==> config.mk <==
export PLATFORM = sky130hd
export DESIGN_NAME = ivtimer
export DESIGN_NICKNAME = d
export VERILOG_FILES = /design/src/rtl/ivtimer_pkg.sv /design/src/rtl/ivtimer_prescaler.sv /design/src/rtl/ivtimer_pin_edge.sv /design/src/rtl/ivtimer_counter.sv /design/src/rtl/ivtimer.sv
export SDC_FILE = /design/constraint.sdc
export NUM_CORES = 1
export LEC_CHECK = 0
export BUFFER_PORTS_ARGS = -buffer_cell sky130_fd_sc_hd__buf_2
export CORE_AREA = 3 3 88 90
export DETAILED_ROUTE_END_ITERATION = 10
export DIE_AREA = 0 0 91 93
export PLACE_DENSITY = 0.76
export SYNTH_ARGS = -nofsm -noshare
export SYNTH_HDL_FRONTEND = slang
export SYNTH_SLANG_ARGS = --single-unit
==> constraint.sdc <==
create_clock -name clk -period 3.3 [get_ports clk]
set_input_delay 0.495 -clock clk [delete_from_list [all_inputs] [get_ports clk]]
set_output_delay 0.495 -clock clk [all_outputs]
set_load 0.005 [all_outputs]
==> src/rtl/ivtimer_pkg.sv <==
package ivtimer_pkg;

    // Tick source, encoded as {control bit 4, control bit 0}
    typedef enum logic [1:0] {
        SRC_DIV_FAST = 2'b00,
        SRC_PIN_RISE = 2'b01,
        SRC_DIV_SLOW = 2'b10,
        SRC_PIN_FALL = 2'b11
    } tick_src_e;

    // Level tracker for the synchronised pin
    typedef enum logic {
        PIN_LOW  = 1'b0,
        PIN_HIGH = 1'b1
    } pin_state_e;

    // Control byte, most significant field first
    typedef struct packed {
        logic irq_en;    // 7
        logic load_now;  // 6 (never stored)
        logic auto_rl;   // 5
        logic src_hi;    // 4
        logic count_up;  // 3
        logic out_lvl;   // 2
        logic aux;       // 1
        logic src_lo;    // 0
    } ctrl_t;

endpackage

==> src/rtl/ivtimer_prescaler.sv <==
module ivtimer_prescaler #(
    parameter int PRE_W     = 7,
    parameter int FAST_LOG2 = 3
) (
    input  logic clk,
    input  logic rst_n,
    input  logic clr,
    input  logic sel_slow,
    output logic tick
);

    logic [PRE_W-1:0] presc_q;

    always_ff @(posedge clk) begin
        if (!rst_n) begin
            presc_q <= '0;
        end else if (clr) begin
            presc_q <= '0;
        end else begin
            presc_q <= presc_q + 1'b1;
        end
    end

    // One-cycle tick on the last count before each wrap of the chosen ratio
    always_comb begin
        if (sel_slow) begin
            tick = &presc_q;
        end else begin
            tick = &presc_q[FAST_LOG2-1:0];
        end
    end

endmodule

==> src/rtl/ivtimer_pin_edge.sv <==
module ivtimer_pin_edge
    import ivtimer_pkg::*;
#(
    parameter int SYNC_STAGES = 2
) (
    input  logic clk,
    input  logic rst_n,
    input  logic pin_in,
    output logic rise,
    output logic fall
);

    logic [SYNC_STAGES-1:0] sync_q;
    logic                   pin_s;
    pin_state_e             state_q;
    pin_state_e             state_d;

    always_ff @(posedge clk) begin
        if (!rst_n) begin
            sync_q <= '0;
        end else begin
            sync_q <= {sync_q[SYNC_STAGES-2:0], pin_in};
        end
    end

    assign pin_s = sync_q[SYNC_STAGES-1];

    // State register
    always_ff @(posedge clk) begin
        if (!rst_n) begin
            state_q <= PIN_LOW;
        end else begin
            state_q <= state_d;
        end
    end

    // Next state and event outputs
    always_comb begin
        state_d = state_q;
        rise    = 1'b0;
        fall    = 1'b0;
        unique case (state_q)
            PIN_LOW: begin
                if (pin_s) begin
                    state_d = PIN_HIGH;
                    rise    = 1'b1;
                end
            end
            PIN_HIGH: begin
                if (!pin_s) begin
                    state_d = PIN_LOW;
                    fall    = 1'b1;
                end
            end
        endcase
    end

endmodule

==> src/rtl/ivtimer_counter.sv <==
module ivtimer_counter #(
    parameter int CNT_W = 24
) (
    input  logic             clk,
    input  logic             rst_n,
    input  logic             step,
    input  logic             count_up,
    input  logic             load,
    input  logic [CNT_W-1:0] load_val,
    output logic [CNT_W-1:0] cnt_q,
    output logic             hit_zero
);

    logic [CNT_W-1:0] carry;
    logic [CNT_W-1:0] stepped;

    assign carry[0] = step;

    // Toggle chain: a bit flips when every bit below passes the carry on
    for (genvar i = 0; i < CNT_W; i++) begin : g_bit
        assign stepped[i] = cnt_q[i] ^ carry[i];
        if (i < CNT_W - 1) begin : g_carry
            assign carry[i+1] = carry[i] & (count_up ? cnt_q[i] : ~cnt_q[i]);
        end
    end

    assign hit_zero = step && (stepped == '0);

    always_ff @(posedge clk) begin
        if (!rst_n) begin
            cnt_q <= '0;
        end else if (load) begin
            cnt_q <= load_val;
        end else if (step) begin
            cnt_q <= stepped;
        end
    end

endmodule

==> src/rtl/ivtimer.sv <==
module ivtimer
    import ivtimer_pkg::*;
#(
    parameter int CNT_W       = 24,
    parameter int PRE_W       = 7,
    parameter int FAST_LOG2   = 3,
    parameter int SYNC_STAGES = 2,
    parameter int ADDR_W      = 2
) (
    input  logic              clk,
    input  logic              rst_n,
    input  logic              wr_en,
    input  logic              rd_en,
    input  logic [ADDR_W-1:0] addr,
    input  logic [7:0]        wdata,
    output logic [7:0]        rdata,
    input  logic              ext_in,
    output logic              ext_out,
    output logic              irq
);

    localparam int                NBYTES    = CNT_W / 8;
    localparam logic [ADDR_W-1:0] CTRL_ADDR = ADDR_W'(NBYTES);

    logic [CNT_W-1:0] reload_q;
    ctrl_t            ctrl_q;
    logic             pend_q;
    logic [CNT_W-1:0] cnt_q;

    logic      ctrl_wr;
    logic      status_rd;
    logic      imm_load;
    logic      auto_load;
    logic      term;
    logic      src_tick;
    logic      step;
    logic      pre_tick;
    logic      pin_rise;
    logic      pin_fall;
    tick_src_e src_sel;

    assign ctrl_wr   = wr_en && (addr == CTRL_ADDR);
    assign status_rd = rd_en && (addr == CTRL_ADDR);
    assign imm_load  = ctrl_wr && wdata[6];
    assign src_sel   = tick_src_e'({ctrl_q.src_hi, ctrl_q.src_lo});

    // Reload bytes
    always_ff @(posedge clk) begin
        if (!rst_n) begin
            reload_q <= '0;
        end else begin
            for (int b = 0; b < NBYTES; b++) begin
                if (wr_en && (addr == ADDR_W'(b))) begin
                    reload_q[b*8 +: 8] <= wdata;
                end
            end
        end
    end

    // Control byte: a write wins over the terminal-count inversion
    always_ff @(posedge clk) begin
        if (!rst_n) begin
            ctrl_q <= '0;
        end else if (ctrl_wr) begin
            ctrl_q          <= ctrl_t'(wdata);
            ctrl_q.load_now <= 1'b0;
        end else if (term) begin
            ctrl_q.out_lvl <= ~ctrl_q.out_lvl;
            ctrl_q.aux     <= ~ctrl_q.aux;
        end
    end

    // Pending flag: a new terminal count wins over the acknowledge
    always_ff @(posedge clk) begin
        if (!rst_n) begin
            pend_q <= 1'b0;
        end else if (term) begin
            pend_q <= 1'b1;
        end else if (status_rd) begin
            pend_q <= 1'b0;
        end
    end

    ivtimer_prescaler #(
        .PRE_W     (PRE_W),
        .FAST_LOG2 (FAST_LOG2)
    ) presc_i (
        .clk      (clk),
        .rst_n    (rst_n),
        .clr      (imm_load || auto_load),
        .sel_slow (ctrl_q.src_hi),
        .tick     (pre_tick)
    );

    ivtimer_pin_edge #(
        .SYNC_STAGES (SYNC_STAGES)
    ) edge_i (
        .clk    (clk),
        .rst_n  (rst_n),
        .pin_in (ext_in),
        .rise   (pin_rise),
        .fall   (pin_fall)
    );

    always_comb begin
        unique case (src_sel)
            SRC_DIV_FAST: src_tick = pre_tick;
            SRC_DIV_SLOW: src_tick = pre_tick;
            SRC_PIN_RISE: src_tick = pin_rise;
            SRC_PIN_FALL: src_tick = pin_fall;
        endcase
    end

    assign step      = src_tick && !imm_load;
    assign auto_load = term && ctrl_q.auto_rl;

    ivtimer_counter #(
        .CNT_W (CNT_W)
    ) cnt_i (
        .clk      (clk),
        .rst_n    (rst_n),
        .step     (step),
        .count_up (ctrl_q.count_up),
        .load     (imm_load || auto_load),
        .load_val (reload_q),
        .cnt_q    (cnt_q),
        .hit_zero (term)
    );

    assign rdata   = status_rd ? {ctrl_q.irq_en, 6'b0, pend_q} : 8'h00;
    assign ext_out = ctrl_q.out_lvl;
    assign irq     = pend_q && ctrl_q.irq_en;

endmodule

Word-level counts from Yosys, hierarchy flattened
Cells that the tools add are included.
- flip-flop bits (word level): 66
- logic and storage cells: 153
- reductions and logical operators: 22
- eq/ne operators: 6
- mux-type cells: 36
- bitwise logic cells: 73
- add/subtract/negate cells: 1
- operators by type and width (kind ; count):
    two-way mux 24 bit ; 2
    two-way mux 1 bit ; 30
    NOT 1 bit ; 26
    logical NOT 24 bit ; 1
    bitwise XOR 1 bit ; 24
    bitwise AND 1 bit ; 23
    logical AND 1 bit ; 10
    equality test 2 bit (second input constant) ; 4
    two-way mux 8 bit ; 1
    adder 7 x 1 -> 7 bit (second input constant) ; 1
    AND reduction 7 bit ; 1
    nonzero test 2 bit ; 3
    equality test 2 x 1 -> 1 bit (second input constant) ; 2
    logical NOT 2 bit ; 2
    two-way mux 2 bit ; 2
    OR reduction 2 bit ; 2
    one-hot mux 1 bit (3 select lines) ; 1
    AND reduction 3 bit ; 1
    logical NOT 1 bit ; 1
    logical OR 1 bit ; 1

Logic depth before layout (Yosys ltp)
- depth after elaboration: 34
- mapped depth: 13
- mapped depth without buffers: 11

By module
A second synthesis with hierarchy kept.
- cells, all modules: 437
- area total of the unflattened synthesis: 3677.3 µm²
- by module, submodules not included (module ; instances ; area an instance (µm²) ; cells an instance ; sequential area each (µm²)):
    ivtimer_counter ; 1 ; 1998.2 ; 268 ; 480.5
    ivtimer ; 1 ; 1297.5 ; 130 ; 620.6
    ivtimer_prescaler ; 1 ; 290.3 ; 31 ; 140.1
    ivtimer_pin_edge ; 1 ; 91.3 ; 8 ; 60.1

Worst setup path after synthesis
Ideal clock, no wire load.
- path type: flip-flop to flip-flop
- from: register presc_i.presc_q[0]
- to: register cnt_i.cnt_q[0]
- cell stages (with the launch flop): 13
- data required time: 3.143 ns
- arrival time: 2.829 ns
- library setup time: 0.157 ns
- slack: 0.313 ns
- period minus slack after synthesis: 2.987 ns
- cell sequence: dfxtp_1 > ha_1 > ha_1 > inv_1 > o221ai_1 > nand4_2 > or4_1 > a311oi_1 > and4_1 > nand4_2 > buf_2 > a21oi_1 > a311oi_2
- longest elaborated chain between the ends: 33
- elaborated cells on any way between the ends: 59
- those cells by class: 4 x mux; 47 x bitwise; 8 x reduce/logical
- ends and longest elaborated chain (element ; line ; text):
    start: declaration ; ivtimer_prescaler.sv:12 ; logic [PRE_W-1:0] presc_q;
    start signal: assignment ; ivtimer_prescaler.sv:20 ; presc_q <= presc_q + 1'b1;
    AND reduction 7 bit or AND reduction 3 bit (tied branches) ; ivtimer_prescaler.sv:27, ivtimer_prescaler.sv:29 ;
    two-way mux 1 bit (*) ; ivtimer_prescaler.sv:26 ; if (sel_slow) begin
    one-hot mux 1 bit (3 select lines) (*) ; ivtimer.sv:106 ; unique case (src_sel)
    logical AND 1 bit (*) ; ivtimer.sv:114 ; assign step = src_tick && !imm_load;
    bitwise AND 1 bit (23 in series) ; ivtimer_counter.sv:23 ; assign carry[i+1] = carry[i] & (count_up ? cnt_q[i] : ~cnt_q[i]);
    bitwise XOR 1 bit ; ivtimer_counter.sv:21 ; assign stepped[i] = cnt_q[i] ^ carry[i];
    logical NOT 24 bit ; ivtimer_counter.sv:27 ; assign hit_zero = step && (stepped == '0);
    logical AND 1 bit ; ivtimer_counter.sv:27 ;
    logical AND 1 bit ; ivtimer.sv:115 ; assign auto_load = term && ctrl_q.auto_rl;
    logical OR 1 bit ; ivtimer.sv:124 ; .load (imm_load || auto_load),
    two-way mux 24 bit or nonzero test 2 bit (tied branches) ; - ;
    end signal: assignment ; ivtimer_counter.sv:33 ; cnt_q <= load_val;
    end signal: assignment ; ivtimer_counter.sv:35 ; cnt_q <= stepped;
    end: declaration ; ivtimer_counter.sv:10 ; output logic [CNT_W-1:0] cnt_q,
Every way passes the cells marked *; elsewhere a longest branch is shown, timed or not. The select of a mux whose other input is x is not followed.
A chain may end at the register's enable or synchronous reset.

Worst setup path in the final report
- from: register cnt_i.cnt_q[9]
- to: register cnt_i.cnt_q[5]
- longest elaborated chain between the ends: 22
- elaborated cells on any way between the ends: 37
- those cells by class: 2 x mux; 30 x bitwise; 5 x reduce/logical
- ends and longest elaborated chain (element ; line):
    NOT 1 bit ; ivtimer_counter.sv:23
    two-way mux 1 bit ; ivtimer_counter.sv:23
    bitwise AND 1 bit (14 in series) ; ivtimer_counter.sv:23
    bitwise XOR 1 bit ; ivtimer_counter.sv:21
    logical NOT 24 bit (*) ; ivtimer_counter.sv:27
    logical AND 1 bit (*) ; ivtimer_counter.sv:27
    logical AND 1 bit (*) ; ivtimer.sv:115
    logical OR 1 bit (*) ; ivtimer.sv:124
    two-way mux 24 bit or nonzero test 2 bit (tied branches) ; -
Every way passes the cells marked *; elsewhere a longest branch is shown, timed or not.

==> metrics.cfg <==
[run_status]
outcome=finished, final reports clean

[setup_path]
arrival_ns=3.31
cpPeakStageDelay_ns=0.53
critPathSlowestCell=or4_1
rr_endpoint=cnt_i.cnt_q[5]
reg2reg_depth=10
reg2reg_from=cnt_i.cnt_q[9]
crit_family=simple AND/OR/NAND/NOR gates
cp_cell_sequence=or4_4 > mux2i_4 > o21ai_2 > or4_1 > a311oi_1 > and4_2 > nand4_4 > buf_4 > a21oi_1 > a311oi_2
r2r_setup_slack_ns=0.16
crit_buf_inv=1
worstPathRequired_ns=3.47
worstSetupPathType=reg2reg
worstPathMaxFanout=9
critical_path.endpoint_type=flop
worstSetupStartpointType=flop

[layout]
drive_above_1_share_pct=17.36
fin_area_sq_mm=0.004339
fillerInstances=601
num_antenna_cells=0
layout.nets=490
final_util_pct=60.80
syn2layout_area_growth_pct=12.38

[timing]
fin_crit_sh_pct=95.21
clock.fmax_mhz=318.3
hold_viol_final=0
worst_slack_ns=0.1581
max-slew-margin-rel_pct=26.57
rsz0062_at_grt=true
clock-skew-final_ns=0.007922
fin_crit_ns=3.142
tightest_slew_ns=1.100
drv_slew=0
setup_violations=0
fin_tns_setup_ns=0

[placement]
port_buffers=18
dp_hpwl_mm=6.733
gp_congestion=0.8778
place_ws_ns=0.1229
placed_area_sq_mm=0.004040

[synth]
synth_top_cell_by_area=dfxtp_1
yosysMostFrequentCell=dfxtp_1
yosys-top-cells-area=dfxtp_1, mux2i_1, xnor2_1
ys_seq_elements=65
avgSynthCellArea_sq_um=8.394
synth_edf_count=0
synthTopCellsByCount=dfxtp_1, nor2_1, nand2_1
synth-main-ff-cell=dfxtp_1
synth_top_area_share_pct=33.70
netlist_instances=460
yosysWarningCount=0
synth_area_sq_mm=0.003861
yosysUniqueCellTypes=60
async_flop_share_pct=0
ys_seq_area_share_pct=33.70

[floorplanning]
core_area_sq_mm=0.007137
die_w_microns=91
pin_count=25
fp.dieH_microns=93
fp-row-count=31
dieArea_sq_mm=0.008463
start_util_pct=54.10

[run]
cap_violations=0

[min_path]
min_path_type=in2reg
min_to=edge_i.sync_q[0]
hp-start=ext_in
holdPathStages=2

[power]
powerDensity_mw_per_mm2=458.4
p_leak_nw=1.715
vdd_drop_max_mv=0.4398

[clock_network]
cts_htree_levels=3
cts_tree=yes
clk_latency_ns=0.34
cts_num_sinks=65
path_clk_slew_ns=0.07
numCtsBuffers=9
cts_root_buf=clkbuf_8
max-clock-path-buffers=2

[routing]
drc=0
vias=3390
drt-vias-per-instance=5.875
drtPass1Iterations=5
route.final.wire_length_mm=9.235
drtIter0Drc=230
wl_per_cell_microns=16.01
ant_nets=0

[global_routing]
grt-ovfl-total=0
grt_pass1_wl_mm=15.17
grt_max_degree=31
grt_pass1_vias=3062
antenna_found_initial=0
grtUsageTotal_pct=22.35

==> worst register-to-register path, cell delays in order, from the launching register on <==
cell	delay, ns
dfxtp_1	0.37
or4_4	0.52
mux2i_4	0.21
o21ai_2	0.15
or4_1	0.53
a311oi_1	0.27
and4_2	0.30
nand4_4	0.15
buf_4	0.23
a21oi_1	0.20
a311oi_2	0.07
==> worst max path at each step <==
stage,start,end,cells past startpoint
CTS,presc_i.presc_q[0],cnt_i.cnt_q[17],12
global route,cnt_i.cnt_q[9],cnt_i.cnt_q[5],10
detailed placement,addr[0],cnt_i.cnt_q[17],11
global placement,ctrl_q[3],cnt_i.cnt_q[11],10
floorplan,presc_i.presc_q[0],cnt_i.cnt_q[0],12
finish,cnt_i.cnt_q[9],cnt_i.cnt_q[5],10
==> placed cells by master (no fill, tap or decap), types with 4 or more instances in the layout <==
cell type,netlist,layout
nor3_1,22,21
o21ai_0,6,6
nor2_1,52,52
inv_1,8,8
or3_1,9,9
nor4_1,4,4
xnor2_1,23,23
nand2_1,48,48
conb_1,1,6
a21oi_1,19,16
nand4_1,6,6
clkbuf_8,0,10
and2_1,5,5
buf_4,8,17
xor2_1,13,13
buf_2,5,18
a311oi_2,10,10
mux2i_1,37,37
nor4b_1,5,5
nand3_1,18,18
and3_1,11,11
dfxtp_1,65,64
==> metrics by stage <==
step,hold slack (ns),instances,total power [W]
after floorplan,0.4119,465,0.001095
after global placement,0.4227,561,0.001157
after detailed placement,0.4285,561,0.001165
after CTS,0.3506,577,0.001993
after global routing,0.3605,577,0.002071
final,0.3571,577,0.001989
==> layer usage <==
| layer | wire (microns) | global-route usage (%) | share of wire (%) | vias up |
|---|---|---|---|---|
| li1 | - | - | - | 1653 |
| met1 | 4076 | 29.25 | 44 | 1582 |
| met2 | 4371 | 37.40 | 47 | 126 |
| met3 | 565 | 3.540 | 6.1 | 29 |
| met4 | 221 | 8.040 | 2.4 | 0 |
| met5 | 0 | 0 | 0 | - |
==> flip-flops by register name, summed over array words and instances, names as in the netlist <==
| signal | cells |
|---|---|
| ctrl_q | 5 |
| pend_q | 1 |
| reload_q | 24 |
| ext_out | 1 |
| cnt_i.cnt_q | 24 |
| edge_i.sync_q | 2 |
| presc_i.presc_q | 7 |
| edge_i.state_q | 1 |
==> logic make-up (layout without fill, tap and decap cells) <==
family / count (synthesis) / count (layout) / share of synthesized area (%)
AND/OR/NAND/NOR: 200 / 200 / 26.31
AO/OA/AOI/OAI: 66 / 66 / 13.93
flip-flops: 65 / 65 / 33.70
buffers and inverters: 49 / 62 / 6.092
multiplexers: 41 / 41 / 11.05
XOR/XNOR: 36 / 36 / 8.166
adder cells (fa/ha/maj): 2 / 2 / 0.6480
other: 1 / 6 / 0.09712
==> area by class of cell <==
class                   count  area, sq um  share of cell area, %
repair buffers             38        251.5                  5.796
multi-input cells         351         2376                  54.76
well taps                  99        123.9                  2.855
inverters                   8        30.03                 0.6920
clock inverters             6        115.1                  2.653
flip-flops and latches     65         1305                  30.07
clock buffers              10        137.6                  3.172
==> where the power goes <==
group | switching, W | internal, W
registers | 0.0000342 | 0.000815
clock network | 0.000306 | 0.000525
logic | 0.000179 | 0.000131
==> what timing repair did <==
item	4_1_cts	5_1_grt
hold buffers	0	0
resized for setup	0	12
setup endpoints to repair	0	31
setup buffers	0	0
Power figures use the tool's default switching activity.
